**src/rtl/tile_xfer_pkg.sv**
```systemverilog
package tile_xfer_pkg;

   localparam logic [2:0] FMT_RGBA8  = 3'd0;
   localparam logic [2:0] FMT_RGB8   = 3'd1;
   localparam logic [2:0] FMT_RGB565 = 3'd2;
   localparam logic [2:0] FMT_RGB5A1 = 3'd3;
   localparam logic [2:0] FMT_RGBA4  = 3'd4;

   localparam logic [1:0] SC_NONE = 2'd0;
   localparam logic [1:0] SC_X    = 2'd1;
   localparam logic [1:0] SC_XY   = 2'd2;

   typedef struct packed {
      logic [7:0] r;
      logic [7:0] g;
      logic [7:0] b;
      logic [7:0] a;
   } rgba_t;

   function automatic logic [2:0] fmt_bytes(input logic [2:0] f);
      case (f)
         FMT_RGBA8: return 3'd4;
         FMT_RGB8:  return 3'd3;
         default:   return 3'd2;
      endcase
   endfunction

   function automatic logic fmt_known(input logic [2:0] f);
      return f <= FMT_RGBA4;
   endfunction

   function automatic logic [7:0] widen5(input logic [4:0] v);
      return {v, v[4:2]};
   endfunction

   function automatic logic [7:0] widen6(input logic [5:0] v);
      return {v, v[5:4]};
   endfunction

   function automatic logic [7:0] widen4(input logic [3:0] v);
      return {v, v};
   endfunction

endpackage

```
**src/rtl/tile_xfer_offset.sv**
```systemverilog
module tile_xfer_offset
   import tile_xfer_pkg::*;
#(
   parameter int AW = 16,
   parameter int DW = 10
) (
   input  logic [DW-1:0] x,
   input  logic [DW-1:0] y,
   input  logic [DW-1:0] width,
   input  logic [2:0]    bpp,
   input  logic          tiled,
   output logic [AW-1:0] off
);
   localparam int MW = DW + 3;

   logic [MW-1:0] morton;
   logic [DW-1:0] band_row;
   logic [AW-1:0] pix_idx;

   always_comb begin
      morton   = {x[DW-1:3], y[2], x[2], y[1], x[1], y[0], x[0]};
      band_row = {y[DW-1:3], 3'b000};
      if (tiled)
         pix_idx = AW'(morton) + AW'(band_row) * AW'(width);
      else
         pix_idx = AW'(x) + AW'(y) * AW'(width);
      off = pix_idx * AW'(bpp);
   end

endmodule

```
**src/rtl/tile_xfer_unpack.sv**
```systemverilog
module tile_xfer_unpack
   import tile_xfer_pkg::*;
(
   input  logic [31:0] raw,
   input  logic [2:0]  fmt,
   output rgba_t       px
);
   always_comb begin
      px = '0;
      case (fmt)
         FMT_RGBA8: px = '{r: raw[31:24], g: raw[23:16], b: raw[15:8], a: raw[7:0]};
         FMT_RGB8:  px = '{r: raw[23:16], g: raw[15:8], b: raw[7:0], a: 8'hFF};
         FMT_RGB565: px = '{r: widen5(raw[15:11]), g: widen6(raw[10:5]),
                            b: widen5(raw[4:0]), a: 8'hFF};
         FMT_RGB5A1: px = '{r: widen5(raw[15:11]), g: widen5(raw[10:6]),
                            b: widen5(raw[5:1]), a: {8{raw[0]}}};
         FMT_RGBA4: px = '{r: widen4(raw[15:12]), g: widen4(raw[11:8]),
                           b: widen4(raw[7:4]), a: widen4(raw[3:0])};
         default:   px = '0;
      endcase
   end
endmodule

```
**src/rtl/tile_xfer_pack.sv**
```systemverilog
module tile_xfer_pack
   import tile_xfer_pkg::*;
(
   input  rgba_t       px,
   input  logic [2:0]  fmt,
   output logic [31:0] raw
);
   always_comb begin
      case (fmt)
         FMT_RGBA8:  raw = {px.r, px.g, px.b, px.a};
         FMT_RGB8:   raw = {8'h00, px.r, px.g, px.b};
         FMT_RGB565: raw = {16'h0, px.r[7:3], px.g[7:2], px.b[7:3]};
         FMT_RGB5A1: raw = {16'h0, px.r[7:3], px.g[7:3], px.b[7:3], px.a[7]};
         FMT_RGBA4:  raw = {16'h0, px.r[7:4], px.g[7:4], px.b[7:4], px.a[7:4]};
         default:    raw = '0;
      endcase
   end
endmodule

```
**src/rtl/tile_xfer_engine.sv**
```systemverilog
module tile_xfer_engine
   import tile_xfer_pkg::*;
#(
   parameter int AW = 16,
   parameter int DW = 10
) (
   input  logic          clk,
   input  logic          rst_n,
   input  logic          start,
   input  logic [AW-1:0] src_base,
   input  logic [AW-1:0] dst_base,
   input  logic [DW-1:0] in_w,
   input  logic [DW-1:0] in_h,
   input  logic [DW-1:0] out_w,
   input  logic [DW-1:0] out_h,
   input  logic [2:0]    in_fmt,
   input  logic [2:0]    out_fmt,
   input  logic          in_linear,
   input  logic          no_swizzle,
   input  logic          flip_v,
   input  logic [1:0]    scale_mode,
   output logic          busy,
   output logic          done,
   output logic          err,
   output logic          mem_re,
   output logic          mem_we,
   output logic [AW-1:0] mem_addr,
   output logic [7:0]    mem_wdata,
   input  logic [7:0]    mem_rdata
);
   localparam int NPIX = 4;              // widest box footprint
   localparam int BUFB = NPIX * 4;       // bytes held for one footprint
   localparam int BIW  = $clog2(BUFB);
   localparam int CW   = BIW + 1;

   generate
      if (DW < 4) begin : g_dw_chk
         $error("DW must be at least 4 to hold a tile coordinate");
      end
      if (AW < DW + 4) begin : g_aw_chk
         $error("AW must exceed DW by at least 4");
      end
   endgenerate

   typedef enum logic [2:0] {
      S_IDLE, S_CHECK, S_ADDR, S_READ, S_DRAIN, S_CALC, S_WRITE, S_FIN
   } st_e;

   st_e state;

   // latched configuration
   logic [AW-1:0] c_src, c_dst;
   logic [DW-1:0] c_iw, c_ih, c_ow, c_oh;
   logic [2:0]    c_ifmt, c_ofmt;
   logic          c_lin, c_nosw, c_flip;
   logic [1:0]    c_sc;

   // derived at check time
   logic [DW-1:0] ow_e, oh_e;
   logic          hs, vs;
   logic [2:0]    ibpp, obpp;
   logic [CW-1:0] rd_last;
   logic          err_r;

   // walk state
   logic [DW-1:0] ox, oy;
   logic [AW-1:0] src_a, dst_a;
   logic [BIW-1:0] rd_cnt;
   logic [1:0]    wr_cnt;
   logic [31:0]   wword;
   logic          cap_v;
   logic [BIW-1:0] cap_idx;
   logic [7:0]    rbuf [BUFB];

   // ---------------- check stage ----------------
   logic          hs_c, vs_c, bad_c;
   logic [DW-1:0] ow_c, oh_c;
   logic [1:0]    sh_c;
   logic [CW-1:0] nbytes_c;

   always_comb begin
      hs_c     = c_sc != SC_NONE;
      vs_c     = c_sc == SC_XY;
      ow_c     = c_ow >> hs_c;
      oh_c     = c_oh >> vs_c;
      sh_c     = {1'b0, hs_c} + {1'b0, vs_c};
      nbytes_c = CW'(fmt_bytes(c_ifmt)) << sh_c;
      bad_c    = (c_iw == '0) || (c_ih == '0) || (c_ow == '0) || (c_oh == '0) ||
                 (ow_c == '0) || (oh_c == '0) || (c_sc == 2'd3) ||
                 (c_lin && (c_sc != SC_NONE)) ||
                 !fmt_known(c_ifmt) || !fmt_known(c_ofmt);
   end

   // ---------------- address stage ----------------
   logic [DW-1:0] sx, sy, dy;
   logic [AW-1:0] soff, doff;

   always_comb begin
      sx = ox << hs;
      sy = oy << vs;
      dy = c_flip ? (oh_e - DW'(1) - oy) : oy;
   end

   tile_xfer_offset #(.AW(AW), .DW(DW)) u_src_off (
      .x(sx), .y(sy), .width(c_iw), .bpp(ibpp), .tiled(!c_lin), .off(soff)
   );

   tile_xfer_offset #(.AW(AW), .DW(DW)) u_dst_off (
      .x(ox), .y(dy), .width(ow_e), .bpp(obpp), .tiled(c_lin ^ c_nosw), .off(doff)
   );

   // ---------------- decode and average ----------------
   rgba_t         pxs [NPIX];
   rgba_t         avg_px;
   logic [31:0]   out_raw;
   logic [1:0]    sh;

   assign sh = {1'b0, hs} + {1'b0, vs};

   generate
      for (genvar k = 0; k < NPIX; k++) begin : g_unpack
         logic [BIW-1:0] base;
         logic [31:0]    raw;
         always_comb begin
            base = BIW'(k) * BIW'(ibpp);
            raw  = {rbuf[BIW'(base + BIW'(3))], rbuf[BIW'(base + BIW'(2))],
                    rbuf[BIW'(base + BIW'(1))], rbuf[base]};
         end
         tile_xfer_unpack u_unpack (.raw(raw), .fmt(c_ifmt), .px(pxs[k]));
      end
   endgenerate

   always_comb begin
      logic [9:0] sr, sg, sb, sa;
      sr = '0; sg = '0; sb = '0; sa = '0;
      for (int k = 0; k < NPIX; k++) begin
         if (k < (1 << sh)) begin
            sr = sr + 10'(pxs[k].r);
            sg = sg + 10'(pxs[k].g);
            sb = sb + 10'(pxs[k].b);
            sa = sa + 10'(pxs[k].a);
         end
      end
      avg_px.r = 8'(sr >> sh);
      avg_px.g = 8'(sg >> sh);
      avg_px.b = 8'(sb >> sh);
      avg_px.a = 8'(sa >> sh);
   end

   tile_xfer_pack u_pack (.px(avg_px), .fmt(c_ofmt), .raw(out_raw));

   // ---------------- sequencer ----------------
   always_ff @(posedge clk) begin
      if (!rst_n) begin
         state   <= S_IDLE;
         c_src   <= '0; c_dst <= '0;
         c_iw    <= '0; c_ih <= '0; c_ow <= '0; c_oh <= '0;
         c_ifmt  <= '0; c_ofmt <= '0;
         c_lin   <= 1'b0; c_nosw <= 1'b0; c_flip <= 1'b0; c_sc <= '0;
         ow_e    <= '0; oh_e <= '0; hs <= 1'b0; vs <= 1'b0;
         ibpp    <= '0; obpp <= '0; rd_last <= '0; err_r <= 1'b0;
         ox      <= '0; oy <= '0; src_a <= '0; dst_a <= '0;
         rd_cnt  <= '0; wr_cnt <= '0; wword <= '0;
         cap_v   <= 1'b0; cap_idx <= '0;
      end else begin
         cap_v   <= (state == S_READ);
         cap_idx <= rd_cnt;
         case (state)
            S_IDLE: if (start) begin
               c_src  <= src_base;  c_dst  <= dst_base;
               c_iw   <= in_w;      c_ih   <= in_h;
               c_ow   <= out_w;     c_oh   <= out_h;
               c_ifmt <= in_fmt;    c_ofmt <= out_fmt;
               c_lin  <= in_linear; c_nosw <= no_swizzle;
               c_flip <= flip_v;    c_sc   <= scale_mode;
               err_r  <= 1'b0;
               state  <= S_CHECK;
            end
            S_CHECK: begin
               ow_e    <= ow_c;
               oh_e    <= oh_c;
               hs      <= hs_c;
               vs      <= vs_c;
               ibpp    <= fmt_bytes(c_ifmt);
               obpp    <= fmt_bytes(c_ofmt);
               rd_last <= nbytes_c - CW'(1);
               ox      <= '0;
               oy      <= '0;
               if (bad_c) begin
                  err_r <= 1'b1;
                  state <= S_FIN;
               end else begin
                  state <= S_ADDR;
               end
            end
            S_ADDR: begin
               src_a  <= c_src + soff;
               dst_a  <= c_dst + doff;
               rd_cnt <= '0;
               state  <= S_READ;
            end
            S_READ: begin
               rd_cnt <= rd_cnt + BIW'(1);
               if ({1'b0, rd_cnt} == rd_last) state <= S_DRAIN;
            end
            S_DRAIN: state <= S_CALC;
            S_CALC: begin
               wword  <= out_raw;
               wr_cnt <= '0;
               state  <= S_WRITE;
            end
            S_WRITE: begin
               wr_cnt <= wr_cnt + 2'd1;
               if (3'(wr_cnt) == obpp - 3'd1) begin
                  if (ox == ow_e - DW'(1)) begin
                     ox <= '0;
                     if (oy == oh_e - DW'(1)) begin
                        state <= S_FIN;
                     end else begin
                        oy    <= oy + DW'(1);
                        state <= S_ADDR;
                     end
                  end else begin
                     ox    <= ox + DW'(1);
                     state <= S_ADDR;
                  end
               end
            end
            S_FIN:   state <= S_IDLE;
            default: state <= S_IDLE;
         endcase
      end
   end

   always_ff @(posedge clk) begin
      if (cap_v) rbuf[cap_idx] <= mem_rdata;
   end

   // ---------------- port outputs ----------------
   always_comb begin
      busy      = state != S_IDLE;
      done      = state == S_FIN;
      err       = done && err_r;
      mem_re    = state == S_READ;
      mem_we    = state == S_WRITE;
      mem_wdata = wword[8*wr_cnt +: 8];
      if (state == S_READ)       mem_addr = src_a + AW'(rd_cnt);
      else if (state == S_WRITE) mem_addr = dst_a + AW'(wr_cnt);
      else                       mem_addr = '0;
   end

   // ---------------- checks ----------------
   logic wrote_any;
   always_ff @(posedge clk) begin
      if (!rst_n)                        wrote_any <= 1'b0;
      else if (state == S_IDLE && start) wrote_any <= 1'b0;
      else if (mem_we)                   wrote_any <= 1'b1;
   end

   assert_err_needs_done_R11: assert property (@(posedge clk) disable iff (!rst_n)
      err |-> done);

   assert_reject_no_write_R10: assert property (@(posedge clk) disable iff (!rst_n)
      err |-> !wrote_any);

   assert_done_then_idle_R11: assert property (@(posedge clk) disable iff (!rst_n)
      done |=> !busy);

   assert_port_exclusive_R13: assert property (@(posedge clk) disable iff (!rst_n)
      $onehot0({mem_re, mem_we}));

   assert_busy_holds_R12: assert property (@(posedge clk) disable iff (!rst_n)
      (busy && !done) |=> busy);

endmodule

```
**config.mk**
```make
export PLATFORM = sky130hd
export DESIGN_NAME = tile_xfer_engine
export DESIGN_NICKNAME = d
export VERILOG_FILES = /design/src/rtl/tile_xfer_pkg.sv /design/src/rtl/tile_xfer_offset.sv /design/src/rtl/tile_xfer_unpack.sv /design/src/rtl/tile_xfer_pack.sv /design/src/rtl/tile_xfer_engine.sv
export SDC_FILE = /design/constraint.sdc
export NUM_CORES = 2
export LEC_CHECK = 0
export BUFFER_PORTS_ARGS = -buffer_cell sky130_fd_sc_hd__buf_2
export CAP_MARGIN = 10
export CORE_MARGIN = 2
export CORE_UTILIZATION = 55
export CTS_BUF_LIST = sky130_fd_sc_hd__clkbuf_4 sky130_fd_sc_hd__clkbuf_8
export DETAILED_ROUTE_END_ITERATION = 12
export HOLD_SLACK_MARGIN = 0.06
export PLACE_DENSITY = 0.72
export SYNTH_ARGS = -nofsm -noshare
export SYNTH_HDL_FRONTEND = slang
export SYNTH_SLANG_ARGS = --single-unit
```
**constraint.sdc**
```tcl
create_clock -name clk -period 12.6 [get_ports clk]
set_input_delay 1.89 -clock clk [delete_from_list [all_inputs] [get_ports clk]]
set_output_delay 1.89 -clock clk [all_outputs]
set_load 0.01 [all_outputs]
```
After elaboration in Yosys (flattened, before gate mapping) --
Memories as Yosys holds them, arrays and structs flattened. A register that Yosys moved wholly into a read port is not among the register bits. Index checks and enable logic that the tools add are counted.
Storage, ports and cells: input port bits 94, register bits after elaboration 215, latch bits 0, bits in writable memories 128, ROM bits 0, output and inout port bits 29, word-level logic and storage cells 209, memories kept 1
Operators by class: bitwise logic cells 1, shift operators 11, $add $sub $neg 40, muxes and demuxes 53, equality and inequality tests 27, multiply operators 7, $lt $le $gt $ge 6, reductions and logical operators 33, divide/modulo/power cells 0
Memories:
- rbuf | depth 16, width 8, rd ports 16, clocked after memory_dff 2, wr ports 1, RTL line tile_xfer_engine.sv:73 | logic [7:0] rbuf [BUFB];
Operators with widths (number):
- $pmux 32 s5 | 5
- $mux 10 | 18
- $add 10x8->10 | 12
- $lt 3x32->1 const A | 2
- $mux 16 | 4
- $logic_not 10->1 | 6
- $pmux 10 s2 | 2
- $shr 10x2->8 | 4
- $add 10x16->16 | 2
- $add 13x16->16 | 2
- $add 16x16->16 | 2
- $lt 1x32->1 const A | 1
- $lt 2x32->1 const A | 1
- $mul 10x10->16 | 2
- $mul 16x3->16 | 2
- $mux 8 | 4
- $shiftx 32x6->8 | 1
- $shl 1x2->32 const A | 1
- $mul 7x10->13 | 2
- $pmux 3 s8 | 1
- $add 10x1->10 const B | 2
- $eq 10x10->1 | 2
- $shl 10x1->10 | 2
- $shr 10x1->10 | 2
- other kinds (40) | 96

Logic depth before layout (Yosys ltp) --
word-level depth 12, mapped depth 47, depth with buffers taken out 46

Cells and area by module --
A second synthesis with hierarchy kept.
Second synthesis, totals: cell total of the unflattened synthesis 5468, area, all modules 46352.0 µm²
Modules (own cells, without submodules):
- tile_xfer_engine | sequential area each 8207.9 µm², instances 1, cells an instance 3252, area an instance 29074.1 µm²
- tile_xfer_offset (u_dst_off) | sequential area each 0.0 µm², instances 1, cells an instance 765, area an instance 6286.0 µm²
- tile_xfer_offset (u_src_off) | sequential area each 0.0 µm², instances 1, cells an instance 766, area an instance 6247.2 µm²
- tile_xfer_unpack | sequential area each 0.0 µm², instances 4, cells an instance 143, area an instance 982.2 µm²
- tile_xfer_pack | sequential area each 0.0 µm², instances 1, cells an instance 113, area an instance 815.8 µm²

Worst setup path before layout --
No wires, ideal clock.
kind register -> register, from register oh_e[0], to register dst_a[15], clock period less this slack 10.007 ns, buffers on the path 1, required time 12.521 ns, arrival time 9.928 ns, path slack 2.593 ns, library setup time 0.079 ns, stages on the path, launching flop included 43, path through dfxtp_1 > inv_1 > ha_1 > inv_1 > ha_1 > nor2b_1 > o21a_1 > o21a_1 > o31a_1 > nor4_1 > or3_1 > clkbuf_1 > nand2_1 > fa_1 > inv_1 > fa_1 > inv_1 > fa_1 > (+7 left out) > a21oi_1 > xnor2_1 > o21ai_0 > or2_2 > fa_1 > inv_1 > fa_1 > ha_1 > and3_1 > a21oi_1 > o21ai_0 > or4_1 > a31o_2 > a21oi_1 > xnor2_1 > xnor3_1 > a2111o_1 > o211ai_1
Between the ends: longest elaborated chain between the ends 8, elaborated cells between the ends (all ways) 10, those cells by class add/sub: 5; mul: 3; mux: 2
Ends and longest elaborated chain:
- start: declaration | RTL line tile_xfer_engine.sv:59 | logic [DW-1:0] ow_e, oh_e;
- start signal: assignment | RTL line tile_xfer_engine.sv:181 | oh_e <= oh_c;
- $sub 10x1->10 (*) | RTL line tile_xfer_engine.sv:101 | dy = c_flip ? (oh_e - DW'(1) - oy) : oy;
- $sub 10x10->10 (*) | RTL line tile_xfer_engine.sv:101
- $mux 10 (*) | RTL line tile_xfer_engine.sv:101
- $mul 10x10->16 or $mul 7x10->13 (tied branches) | RTL line tile_xfer_offset.sv:26, tile_xfer_offset.sv:24
- $add 10x16->16 or $add 13x16->16 (tied branches) | RTL line tile_xfer_offset.sv:26, tile_xfer_offset.sv:24
- $mux 16 (*) | RTL line tile_xfer_offset.sv:23 | if (tiled)
- $mul 16x3->16 (*) | RTL line tile_xfer_offset.sv:27 | off = pix_idx * AW'(bpp);
- $add 16x16->16 (*) | RTL line tile_xfer_engine.sv:198 | dst_a <= c_dst + doff;
- end signal: assignment | RTL line tile_xfer_engine.sv:198
- end: declaration | RTL line tile_xfer_engine.sv:67 | logic [AW-1:0] src_a, dst_a;
Every way passes the cells marked *; elsewhere a longest branch is shown, timed or not. A chain may end at the register's enable or synchronous reset.

Worst setup path after layout --
Ends and elaborated chain as after synthesis.

==> flow_summary.ini <==
[die]
die-area_sq_um = 85600
start_util_pct = 55.7
io_pins = 123
core-area_sq_um = 82200
die_w_um = 293
rows = 105
die_h_um = 293

[sta]
fmax_ghz = 0.0929
rsz0062_at_grt = no
setup_ws_ns = 1.84
tns_ns = 0
setup_viol = 0
slew_viol_final = 0
relSlewSlack_pct = 8.48
worst_pin_slew_ns = 1.37
period_needed_ns = 10.76
finClkSkew_ns = 0.0343
post-route-period-util_pct = 85.4
hold_viol_final = 0

[layout]
area_growth_pct = 5.90
multi_input_area_sq_um = 34700
regArea_sq_um = 8220
nets = 5835
final_area_sq_um = 48500
nFillCells = 7233
fin_cells = 6292
drive_gt1_share_pct = 14.0

[placed_design]
dp_cells = 6178
pre_cts_slack_ns = 1.90
io_buffers = 122
placedInstanceArea_sq_um = 47200
dp_hpwl_mm = 112
routabilityCongestion = 1.01

[power_and_ir_drop]
peakVddDrop_mv = 0.151
power_frac_seq_pct = 14.2
power_mw = 10.8
switchingPower_mw = 5.62
switching_share_pct = 52.0
p_per_area_nw_per_um2 = 223
internal_power_mw = 5.18
p_leak_nw = 19.9
p_clk_share_pct = 10.7
combPwrFrac_pct = 75.1

[synth]
ys_types = 99
ys_ff_latch = 346
synth-async-reset-ratio_pct = 0
ys_top_cells_by_area = mux4_2, fa_1, dfxtp_1
postSynthCellCount = 5234
yosysSeqAreaShare_pct = 17.9
ys.flop_type = dfxtp_1
yosysWarnings = 0
yosysTopAreaCell = mux4_2
synthesis.area_sq_um = 45800
synth_fp_nets = 5900
synth_edf_count = 128
synth_top_area_share_pct = 13.3
postSynthAreaPerCell_sq_um = 8.75

[route]
drt_pass1_iterations = 9
vias_per_cell = 6.48
detail-route-antenna-nets = 0
wl_per_cell_um = 23.7
route.detailed.drc = 0
vias = 40775
routed_wl_mm = 149
drt_iter0_drc = 4810

[worst_setup_path]
slowest_delay_ns = 0.61
r2r_slack_ns = 1.84
cp_max_fo = 8
cp-start-kind = flop
worst-setup-path-type = reg2reg
cp_common_cell = inv_1
worstPathArrival_ns = 11.39
r2r-start = oh_e[0]$_SDFFE_PN0P_
worstRegToRegCells = 43
worstPathRequired_ns = 13.23
endpoint_kind = flop
slowest_stage = o41ai_1
reg2reg_to = dst_a[15]$_SDFFE_PN0P_

[worst_hold_path]
min_from = wword[22]$_SDFFE_PN0P_
hold_path_depth = 2
hold_path.class = reg2reg
min_to = wword[22]$_SDFFE_PN0P_

[clocking]
cts-htree-levels = 2
cts_setup_buffers = 0
clk_latency_ns = 0.73
cts.sinks = 346
clk_pin_slew_ns = 0.06
cts_resized = 0
clockBufferDepth = 3
cts_buffers = 59
postCtsHoldBufs = 0
cts-root-buf = clkbuf_8
cts_tree = built

[global_routing]
gr-total-overflow = 0
antenna_found_initial = 6
grt_pass1_wl_mm = 230
grt_max_degree = 101
first_global_vias = 38740
grt_usage_pct = 34.5

[status]
outcome = finished, final reports clean

[flow_run]
cap_violations = 0
==> sequential cells by signal (all words and copies together) (netlist names), 16 cells and up, named ones only <==
| name | count |
|---|---|
| c_src | 16 |
| dst_a | 16 |
| rbuf | 128 |
| c_dst | 16 |
| src_a | 16 |
| wword | 32 |
==> routing by layer <==
| layer | GRT usage, % | wire length (um) | vias up |
|---|---|---|---|
| li1 | - | - | 18376 |
| met1 | 48.0 | 61500 | 19605 |
| met2 | 51.0 | 62900 | 2328 |
| met3 | 9.44 | 17700 | 460 |
| met4 | 13.8 | 6780 | 6 |
| met5 | 0.170 | 34 | - |
==> through the flow <==
step           hold WS, ns  util (%)
6_report             0.455      59.0
5_1_grt              0.478      59.0
4_1_cts              0.457      59.0
3_5_place_dp         0.446      57.4
3_3_place_gp         0.433      57.4
2_1_floorplan        0.420         -
==> power groups by stage <==
stage | sequential, mW | clock (mW) | combinational [mW]
after floorplan | 1.38 | 0 | 5.97
after global placement | 1.55 | 0 | 7.73
after detailed placement | 1.55 | 0 | 7.83
after CTS | 1.53 | 1.17 | 7.88
after global routing | 1.56 | 1.22 | 8.75
final | 1.54 | 1.16 | 8.11
==> cells by family (layout without fill, tap and decap cells) <==
kind of cell	Yosys count	in the layout	synth area share, %
mux	499	499	18.6
other cells	0	3	0
flops	346	346	17.9
xor+xnor	260	260	5.11
compound gates	1127	1127	15.5
fa+ha+maj	572	572	19.9
buf+inv	792	777	6.69
simple gates	1638	1638	16.3
==> cells in the final DEF, fill, tap and decap left out, types with 17 or more instances in the layout <==
cell,n
a211oi_1,58
buf_4,76
and3_1,26
xor2_1,91
o21ai_0,239
and2_1,91
xnor2_1,158
clkbuf_8,72
nand3_1,64
nor2_1,397
mux4_2,271
nand3b_1,17
mux2_2,80
inv_1,456
nand2_1,692
edfxtp_1,128
nor3b_1,18
buf_2,122
a21o_1,51
nor3_1,73
nor2b_1,103
dfxtp_1,211
ha_1,305
o21bai_1,29
o21ai_1,31
a31oi_1,24
a311oi_1,19
fa_1,264
clkbuf_4,18
a22oi_1,34
o211ai_1,36
nand2b_1,49
or3_1,27
mux2i_1,145
a21oi_1,361
o22ai_1,39
o21a_1,39
==> layout make-up <==
cell class / instances / area share, %
multi-input cells: 4096 / 71.5
flip-flops and latches: 346 / 16.9
diodes: 3 / 0.0155
clock buffers: 90 / 2.32
repair buffers: 199 / 2.48
clock inverters: 21 / 0.407
well taps: 1070 / 2.76
inverters: 467 / 3.62
==> cell usage after synthesis (92+ instances only) <==
| cell type | count |
|---|---|
| mux2i_1 | 145 |
| inv_1 | 457 |
| and2_1 | 92 |
| nor2_1 | 402 |
| a21oi_1 | 361 |
| edfxtp_1 | 128 |
| ha_1 | 308 |
| nand2_1 | 693 |
| nor2b_1 | 104 |
| dfxtp_1 | 218 |
| fa_1 | 264 |
| mux4_2 | 271 |
| xor2_1 | 94 |
| o21ai_0 | 239 |
| xnor2_1 | 161 |
| clkbuf_1 | 232 |
==> critical path: cells and delay by family, from the launching register on <==
kind	cells	cell delay (ns)
buffers and inverters	8	0.45
DFF	1	0.38
AOI/OAI and AO/OA	11	2.51
adders and majority gates	11	4.45
xor gates and xnor gates	4	0.83
and+or+nand+nor	9	2.10
==> how the worst max path moves through the flow <==
stage	from	end	cells after the start
finish	oh_e[0]$_SDFFE_PN0P_	dst_a[15]$_SDFFE_PN0P_	43
global route	oh_e[0]$_SDFFE_PN0P_	dst_a[15]$_SDFFE_PN0P_	43
CTS	oh_e[0]$_SDFFE_PN0P_	dst_a[15]$_SDFFE_PN0P_	43
detailed placement	oh_e[0]$_SDFFE_PN0P_	dst_a[15]$_SDFFE_PN0P_	43
global placement	oh_e[0]$_SDFFE_PN0P_	dst_a[15]$_SDFFE_PN0P_	44
floorplan	oh_e[0]$_SDFFE_PN0P_	dst_a[15]$_SDFFE_PN0P_	42
(Power assumes the default switching activity.)
